[src/rtl/spi_port_pkg.sv]
package spi_port_pkg;

    typedef enum logic [1:0] {
        ST_IDLE,
        ST_MRUN,
        ST_SARM,
        ST_DONE
    } eng_st_t;

    localparam int F_IE   = 7;
    localparam int F_EN   = 6;
    localparam int F_ORD  = 5;
    localparam int F_MST  = 4;
    localparam int F_CPOL = 3;
    localparam int F_CPHA = 2;

endpackage

[src/rtl/spi_port_sync.sv]
module spi_port_sync #(
    parameter int          W   = 3,
    parameter logic [W-1:0] RST = '0
) (
    input  logic         clk,
    input  logic         rst_n,
    input  logic [W-1:0] d,
    output logic [W-1:0] q
);
    for (genvar i = 0; i < W; i++) begin : g_bit
        logic meta;
        logic hold;
        always_ff @(posedge clk or negedge rst_n) begin
            if (!rst_n) begin
                meta <= RST[i];
                hold <= RST[i];
            end else begin
                meta <= d[i];
                hold <= meta;
            end
        end
        assign q[i] = hold;
    end
endmodule

[src/rtl/spi_port_clkdiv.sv]
module spi_port_clkdiv #(
    parameter int BASE_HALF = 2,
    parameter int CNT_W     = 8
) (
    input  logic       clk,
    input  logic       rst_n,
    input  logic       run,
    input  logic [1:0] rate,
    output logic       tick
);
    logic [CNT_W-1:0] cnt;
    logic [CNT_W-1:0] half;

    always_comb begin
        unique case (rate)
            2'd0: half = CNT_W'(BASE_HALF);
            2'd1: half = CNT_W'(BASE_HALF << 2);
            2'd2: half = CNT_W'(BASE_HALF << 4);
            2'd3: half = CNT_W'(BASE_HALF << 5);
        endcase
    end

    assign tick = run && (cnt == half - CNT_W'(1));

    always_ff @(posedge clk or negedge rst_n) begin
        if (!rst_n)           cnt <= '0;
        else if (!run || tick) cnt <= '0;
        else                  cnt <= cnt + CNT_W'(1);
    end
endmodule

[src/rtl/spi_port_engine.sv]
module spi_port_engine
    import spi_port_pkg::*;
#(
    parameter int DATA_W = 8,
    localparam int OC_W  = $clog2(DATA_W),
    localparam int EC_W  = $clog2(2 * DATA_W) + 1
) (
    input  logic              clk,
    input  logic              rst_n,
    input  logic              abort,
    input  logic              is_mst,
    input  logic              cpol,
    input  logic              cpha,
    input  logic              dord,
    input  logic              go,
    input  logic              tick,
    input  logic              slv_act,
    input  logic              slv_sck,
    input  logic              sin,
    input  logic [DATA_W-1:0] tx_byte,
    output logic              sout,
    output logic              sck_gen,
    output logic              idle,
    output logic              mrun,
    output logic              done_q,
    output logic [DATA_W-1:0] rx_byte
);
    localparam logic [EC_W-1:0] LAST_E = EC_W'(2 * DATA_W - 1);

    eng_st_t           st, nxt;
    logic [EC_W-1:0]   ecnt;
    logic [OC_W-1:0]   ocnt;
    logic [DATA_W-1:0] tx_sh, rx_sh, rx_nx;
    logic              sck_prev, sck_lvl;
    logic              edge_ev, last, sample, adv;

    always_comb begin
        unique case (st)
            ST_MRUN: edge_ev = tick;
            ST_SARM: edge_ev = (slv_sck != sck_prev);
            default: edge_ev = 1'b0;
        endcase
        last   = edge_ev && (ecnt == LAST_E);
        sample = (~ecnt[0]) ^ cpha;
        adv    = !sample && !(cpha && ecnt == '0);
        rx_nx  = dord ? {sin, rx_sh[DATA_W-1:1]} : {rx_sh[DATA_W-2:0], sin};
    end

    always_comb begin
        nxt = st;
        unique case (st)
            ST_IDLE: if (go) nxt = ST_MRUN;
                     else if (slv_act) nxt = ST_SARM;
            ST_MRUN: if (last) nxt = ST_DONE;
            ST_SARM: if (!slv_act) nxt = ST_IDLE;
                     else if (last) nxt = ST_DONE;
            ST_DONE: nxt = (!is_mst && slv_act) ? ST_SARM : ST_IDLE;
        endcase
        if (abort) nxt = ST_IDLE;
    end

    always_ff @(posedge clk or negedge rst_n) begin
        if (!rst_n) st <= ST_IDLE;
        else        st <= nxt;
    end

    always_ff @(posedge clk or negedge rst_n) begin
        if (!rst_n) begin
            ecnt     <= '0;
            ocnt     <= '0;
            tx_sh    <= '0;
            rx_sh    <= '0;
            rx_byte  <= '0;
            sck_prev <= 1'b0;
            sck_lvl  <= 1'b0;
            done_q   <= 1'b0;
        end else begin
            sck_prev <= slv_sck;
            done_q   <= (st == ST_DONE) && !abort;
            if (st == ST_DONE) rx_byte <= rx_sh;
            if (abort || (st == ST_SARM && !slv_act)) begin
                ecnt    <= '0;
                ocnt    <= '0;
                sck_lvl <= 1'b0;
            end else if ((st == ST_IDLE && nxt != ST_IDLE) || st == ST_DONE) begin
                tx_sh   <= tx_byte;
                ecnt    <= '0;
                ocnt    <= '0;
                sck_lvl <= 1'b0;
            end else if (edge_ev) begin
                ecnt    <= ecnt + EC_W'(1);
                sck_lvl <= ~sck_lvl;
                if (sample) rx_sh <= rx_nx;
                if (adv)    ocnt  <= ocnt + OC_W'(1);
            end
        end
    end

    assign sout    = dord ? tx_sh[ocnt] : tx_sh[OC_W'(DATA_W - 1) - ocnt];
    assign sck_gen = cpol ^ sck_lvl;
    assign idle    = (st == ST_IDLE);
    assign mrun    = (st == ST_MRUN);

    // a byte never takes more than 2*DATA_W edges
    a_r4_edge_bound: assert property (@(posedge clk) disable iff (!rst_n)
        ecnt <= EC_W'(2 * DATA_W));

    // a select release while armed discards the byte in progress
    a_r8_slave_drop: assert property (@(posedge clk) disable iff (!rst_n)
        (st == ST_SARM && !slv_act && !abort) |=> (st == ST_IDLE && ecnt == '0));

    // the completion pulse follows the DONE state by one cycle
    a_r4_done_follows: assert property (@(posedge clk) disable iff (!rst_n)
        done_q |-> $past(st == ST_DONE));
endmodule

[src/rtl/spi_port_ctrl.sv]
module spi_port_ctrl
    import spi_port_pkg::*;
#(
    parameter int DATA_W    = 8,
    parameter int BASE_HALF = 2,
    parameter int CNT_W     = 8
) (
    input  logic              clk,
    input  logic              rst_n,
    input  logic              cfg_wr,
    input  logic [7:0]        cfg_wdata,
    output logic [7:0]        cfg_rdata,
    input  logic              dat_wr,
    input  logic [DATA_W-1:0] dat_wdata,
    output logic [DATA_W-1:0] dat_rdata,
    input  logic              flag_ack,
    output logic              done_flag,
    input  logic              glb_ie,
    output logic              irq,
    input  logic              sel_dir,
    input  logic              miso_en,
    input  logic              sel_in,
    input  logic              sck_in,
    input  logic              mosi_in,
    input  logic              miso_in,
    output logic              sck_out,
    output logic              sck_oe,
    output logic              mosi_out,
    output logic              mosi_oe,
    output logic              miso_out,
    output logic              miso_oe
);
    logic [7:0]        ctrl;
    logic [2:0]        pin_s;
    logic              sel_s, sck_s, mosi_s;
    logic              en, mst, fault, role_chg, abort;
    logic              slv_act, go, eng_idle, eng_mrun, done_q, tick;
    logic              sout, sck_gen, flag;
    logic [DATA_W-1:0] txbuf, tx_byte;

    spi_port_sync #(.W(3), .RST(3'b100)) u_sync (
        .clk(clk), .rst_n(rst_n),
        .d({sel_in, sck_in, mosi_in}), .q(pin_s)
    );
    assign {sel_s, sck_s, mosi_s} = pin_s;

    assign en       = ctrl[F_EN];
    assign mst      = ctrl[F_MST];
    assign fault    = en && mst && !sel_dir && !sel_s;
    assign role_chg = cfg_wr && (cfg_wdata[F_MST] != mst);
    assign abort    = !en || fault || role_chg;
    assign slv_act  = en && !mst && !sel_s;
    assign go       = dat_wr && en && mst && eng_idle && !abort;
    assign tx_byte  = dat_wr ? dat_wdata : txbuf;

    always_ff @(posedge clk or negedge rst_n) begin
        if (!rst_n) begin
            ctrl  <= '0;
            flag  <= 1'b0;
            txbuf <= '0;
        end else begin
            if (cfg_wr) ctrl <= cfg_wdata;
            if (fault)  ctrl[F_MST] <= 1'b0;
            if (done_q || fault) flag <= 1'b1;
            else if (flag_ack)   flag <= 1'b0;
            if (dat_wr && en) txbuf <= dat_wdata;
        end
    end

    spi_port_clkdiv #(.BASE_HALF(BASE_HALF), .CNT_W(CNT_W)) u_div (
        .clk(clk), .rst_n(rst_n), .run(eng_mrun),
        .rate(ctrl[1:0]), .tick(tick)
    );

    spi_port_engine #(.DATA_W(DATA_W)) u_eng (
        .clk(clk), .rst_n(rst_n), .abort(abort), .is_mst(mst),
        .cpol(ctrl[F_CPOL]), .cpha(ctrl[F_CPHA]), .dord(ctrl[F_ORD]),
        .go(go), .tick(tick), .slv_act(slv_act), .slv_sck(sck_s),
        .sin(mst ? miso_in : mosi_s), .tx_byte(tx_byte),
        .sout(sout), .sck_gen(sck_gen), .idle(eng_idle), .mrun(eng_mrun),
        .done_q(done_q), .rx_byte(dat_rdata)
    );

    assign cfg_rdata = ctrl;
    assign done_flag = flag;
    assign irq       = flag && ctrl[F_IE] && glb_ie;
    assign sck_oe    = en && mst;
    assign mosi_oe   = en && mst;
    assign sck_out   = (en && mst) ? sck_gen : 1'b0;
    assign mosi_out  = sout;
    assign miso_out  = sout;
    assign miso_oe   = slv_act && miso_en;

    // a mode fault drops the master bit and raises the flag
    a_r10_fault_drops_master: assert property (@(posedge clk) disable iff (!rst_n)
        fault |=> (!ctrl[F_MST] && flag));

    // the master bit stays clear until software rewrites it
    a_r12_mst_sticky: assert property (@(posedge clk) disable iff (!rst_n)
        (!ctrl[F_MST] && !cfg_wr) |=> !ctrl[F_MST]);

    // with the enable bit low the engine sits in IDLE
    a_r2_off_idle: assert property (@(posedge clk) disable iff (!rst_n)
        !en |=> eng_idle);

    // every completion pulse leaves the flag set
    a_r4_flag_on_done: assert property (@(posedge clk) disable iff (!rst_n)
        done_q |=> flag);
endmodule

[config.mk]
export PLATFORM = sky130hd
export DESIGN_NAME = spi_port_ctrl
export DESIGN_NICKNAME = d
export VERILOG_FILES = /design/src/rtl/spi_port_pkg.sv /design/src/rtl/spi_port_sync.sv /design/src/rtl/spi_port_clkdiv.sv /design/src/rtl/spi_port_engine.sv /design/src/rtl/spi_port_ctrl.sv
export SDC_FILE = /design/constraint.sdc
export NUM_CORES = 1
export LEC_CHECK = 0
export BUFFER_PORTS_ARGS = -buffer_cell sky130_fd_sc_hd__buf_2
export CAP_MARGIN = 10
export CORE_MARGIN = 5
export CORE_UTILIZATION = 48
export CTS_CLUSTER_DIAMETER = 80
export DETAILED_ROUTE_END_ITERATION = 12
export PLACE_DENSITY = 0.69
export SETUP_SLACK_MARGIN = 0.3
export SLEW_MARGIN = 20
export SYNTH_ARGS = -nofsm -noshare
export SYNTH_HDL_FRONTEND = slang
export SYNTH_SLANG_ARGS = --single-unit
[constraint.sdc]
create_clock -name clk -period 6.2 [get_ports clk]
set_input_delay 0.62 -clock clk [delete_from_list [all_inputs] [get_ports clk]]
set_output_delay 0.62 -clock clk [all_outputs]
set_load 0.01 [all_outputs]
==> results.cfg <==
[global_routing]
track_usage_pct = 15.63
grt_pass1_vias = 2317
grt_first_pass_wirelength_um = 10710
overflow = 0
grt_max_degree = 69
antenna_found_initial = 0

[timing]
worstMarginPinSlew_ns = 0.8447
hold_violations = 0
finalCritPeriodShare_pct = 42.92
timing.final.crit_period_ns = 2.661
setup_viol = 0
clock_skew_ns = 0.007702
fmax_mhz = 375.8
drv_slew = 0
slew_headroom_pct = 43.69
fin_ws_ns = 3.539
rsz0062_at_grt = no
fin_setup_tns_ns = 0

[floorplan]
core_mm2 = 0.006869
die_h_um = 94.27
io_pins = 52
die_x_um = 94.27
dieArea_mm2 = 0.008886
num_rows = 30
start_util_pct = 49.62

[clock_network]
cts.repair.resized = 0
clk_pin_slew_worst_paths_ns = 0.07
clk_latency_ns = 0.34
hold_buffers = 0
cts_buffers = 9
clock_sinks = 68
postCtsSetupBuffers = 0
ctsHtreeMaxLevel = 3
cts_tree = done
root_buffer = clkbuf_8
clockBufferDepth = 2

[worst_setup_path]
r2r_cells = 6
worstSetupStartpointType = flop
criticalPathCategory = reg2out
crit_arrival_ns = 2.04
cp_max_fo = 7
r2r_end = u_eng.rx_sh[1]
end_kind = output pin
rrSetupSlack_ns = 3.65
rr_startpoint = cfg_rdata[4]
crit_required_ns = 5.58

[logic_synthesis]
synth_edf_count = 0
netlist_top_cells_count = dfrtp_1 (66), mux2_2 (53), nor2_1 (17)
async_flop_share_pct = 100.0
syn-instance-count = 282
yosysMostFrequentCell = dfrtp_1
yosysTopAreaCell = dfrtp_1
syn_avg_cell_area_um2 = 12.09
synth_nets = 319
netlist_area_mm2 = 0.003408
ys.flop_type = dfrtp_1
yosys-top-cells-area = dfrtp_1 (48%), mux2_2 (18%), ha_1 (3.3%)
yosys_warnings = 0
ys_types = 50
ys_ff_latch = 68
ys_seq_area_share_pct = 50.00
yosys.area.top_type_share_pct = 48.46

[detailed_routing]
drtIter0Drc = 102
vias = 2259
met3_wirelength_um = 340
antenna_left = 0
drt_wl_total_um = 6275
drc = 0
met1_length_um = 2925
met2RoutedLength_um = 2881
via_per_inst = 5.253
top_layer_used = met4
wire_per_inst_um = 14.59
first_pass_iters = 4

[cells_and_area]
nNetsFinal = 366
fillCellCount = 592
final_area_mm2 = 0.003880
synthToLayoutAreaGrowth_pct = 13.84
drive_above_1_share_pct = 39.82
diodes = 0

[status]
status = complete, no violations

[place]
io_buffers = 51
post-place-ws_ns = 3.357
gp_congestion = 0.8437
placed_area_mm2 = 0.003692
dp_hpwl_um = 4406

[worst_hold_path]
worstHoldStart = u_sync.g_bit[1].meta
min_to = u_sync.g_bit[1].hold
whs_path_depth = 0
min_path_type = reg2reg

[run]
max-cap-violations = 0

[power_and_ir_drop]
p_leak_nw = 1.812
p_per_area_mw_per_mm2 = 290.6
irDropWorstVdd_uv = 159.7
worst max path at each step:
| stage | startpoint | to | depth (start not counted) |
|---|---|---|---|
| 6_report | u_eng.ocnt[0] | mosi_out | 3 |
| 5_1_grt | u_eng.ocnt[0] | mosi_out | 3 |
| 2_1_floorplan | u_eng.ocnt[0] | mosi_out | 4 |
| 4_1_cts | u_eng.ocnt[0] | mosi_out | 3 |
| 3_3_place_gp | dat_wr | u_eng.rx_sh[2] | 7 |
| 3_5_place_dp | dat_wr | u_eng.rx_sh[6] | 7 |
worst max-delay path, cell delays in order, from the launching register on:
cell and delay (ns):
dfrtp_1 0.52, mux4_2 0.53, mux4_2 0.49, buf_2 0.16
metal layers:
metal / vias up / global-route usage [%]
met4: 0 / 7.100
met2: 56 / 24.47
met5: - / 0
met3: 10 / 4.567
li1: 1092 / -
met1: 1101 / 19.93
area by class of cell:
type                    instances  area, um^2  area share [%]
clock inverters                 5       36.28          0.9352
flip-flops and latches         68        1704           43.92
inverters                      10       37.54          0.9674
multi-input cells             188        1568           40.41
clock buffers                  11       151.4           3.902
well taps                      96       120.1           3.096
repair buffers                 52       262.8           6.772
cells in the final DEF, fill, tap and decap left out, types with 2 or more instances in the layout:
cell type   synthesis  layout
nand2_1            15      15
mux2i_1             2       2
nand3_1             8       8
and3_1              5       5
or3_1               5       5
mux4_2              5       5
xor2_1              8       8
dfrtp_1            66      66
xnor2_1             2       2
a21oi_1            13      13
clkinvlp_4          0       3
mux2_2             53      53
clkbuf_8            0      11
nor2_1             17      17
dfstp_2             2       2
ha_1                9       9
buf_2               4      51
or3b_1              2       2
nor4b_1             2       2
and2_1              3       3
inv_1              10      10
nor2b_1             5       5
o21ai_0             9       9
report_power, final:
part	leakage (nW)	switching, W	total (W)	internal (W)
Combinational	0.848	0.000115	0.000247	0.000132
Sequential	0.877	0.0000459	0.000543	0.000497
Clock	0.0876	0.000170	0.000337	0.000167
Total	1.81	0.000332	0.00113	0.000796
state kept, by name, indices dropped and copies added, names as in the netlist, 5 cells and up:
register       flops
cfg_rdata          8
u_eng.tx_sh        8
u_eng.rx_byte      8
u_eng.rx_sh        8
u_eng.ecnt         5
txbuf              8
u_div.cnt          8
cell families (layout without fill, tap and decap cells):
kind of cell | count (synthesis) | in the layout | synth area share, %
buffers and inverters | 26 | 78 | 4.001
AO/OA/AOI/OAI | 36 | 36 | 6.976
AND/OR/NAND/NOR | 73 | 73 | 11.75
multiplexers | 60 | 60 | 21.40
adder cells (fa/ha/maj) | 9 | 9 | 3.304
flip-flops | 68 | 68 | 50.00
XOR/XNOR | 10 | 10 | 2.570
per-stage QoR:
| step | hold slack, ns | power, W | instances | utilization, % |
|---|---|---|---|---|
| floorplan | 0.3244 | 0.0007373 | 282 | - |
| detailed placement | 0.3364 | 0.0008025 | 414 | 53.75 |
| CTS | 0.3476 | 0.001145 | 430 | 56.48 |
| global placement | 0.3332 | 0.0007953 | 414 | 53.75 |
| finish | 0.3498 | 0.001127 | 430 | 56.48 |
| global route | 0.3456 | 0.001196 | 430 | 56.48 |
Power figures use the tool's default switching activity.
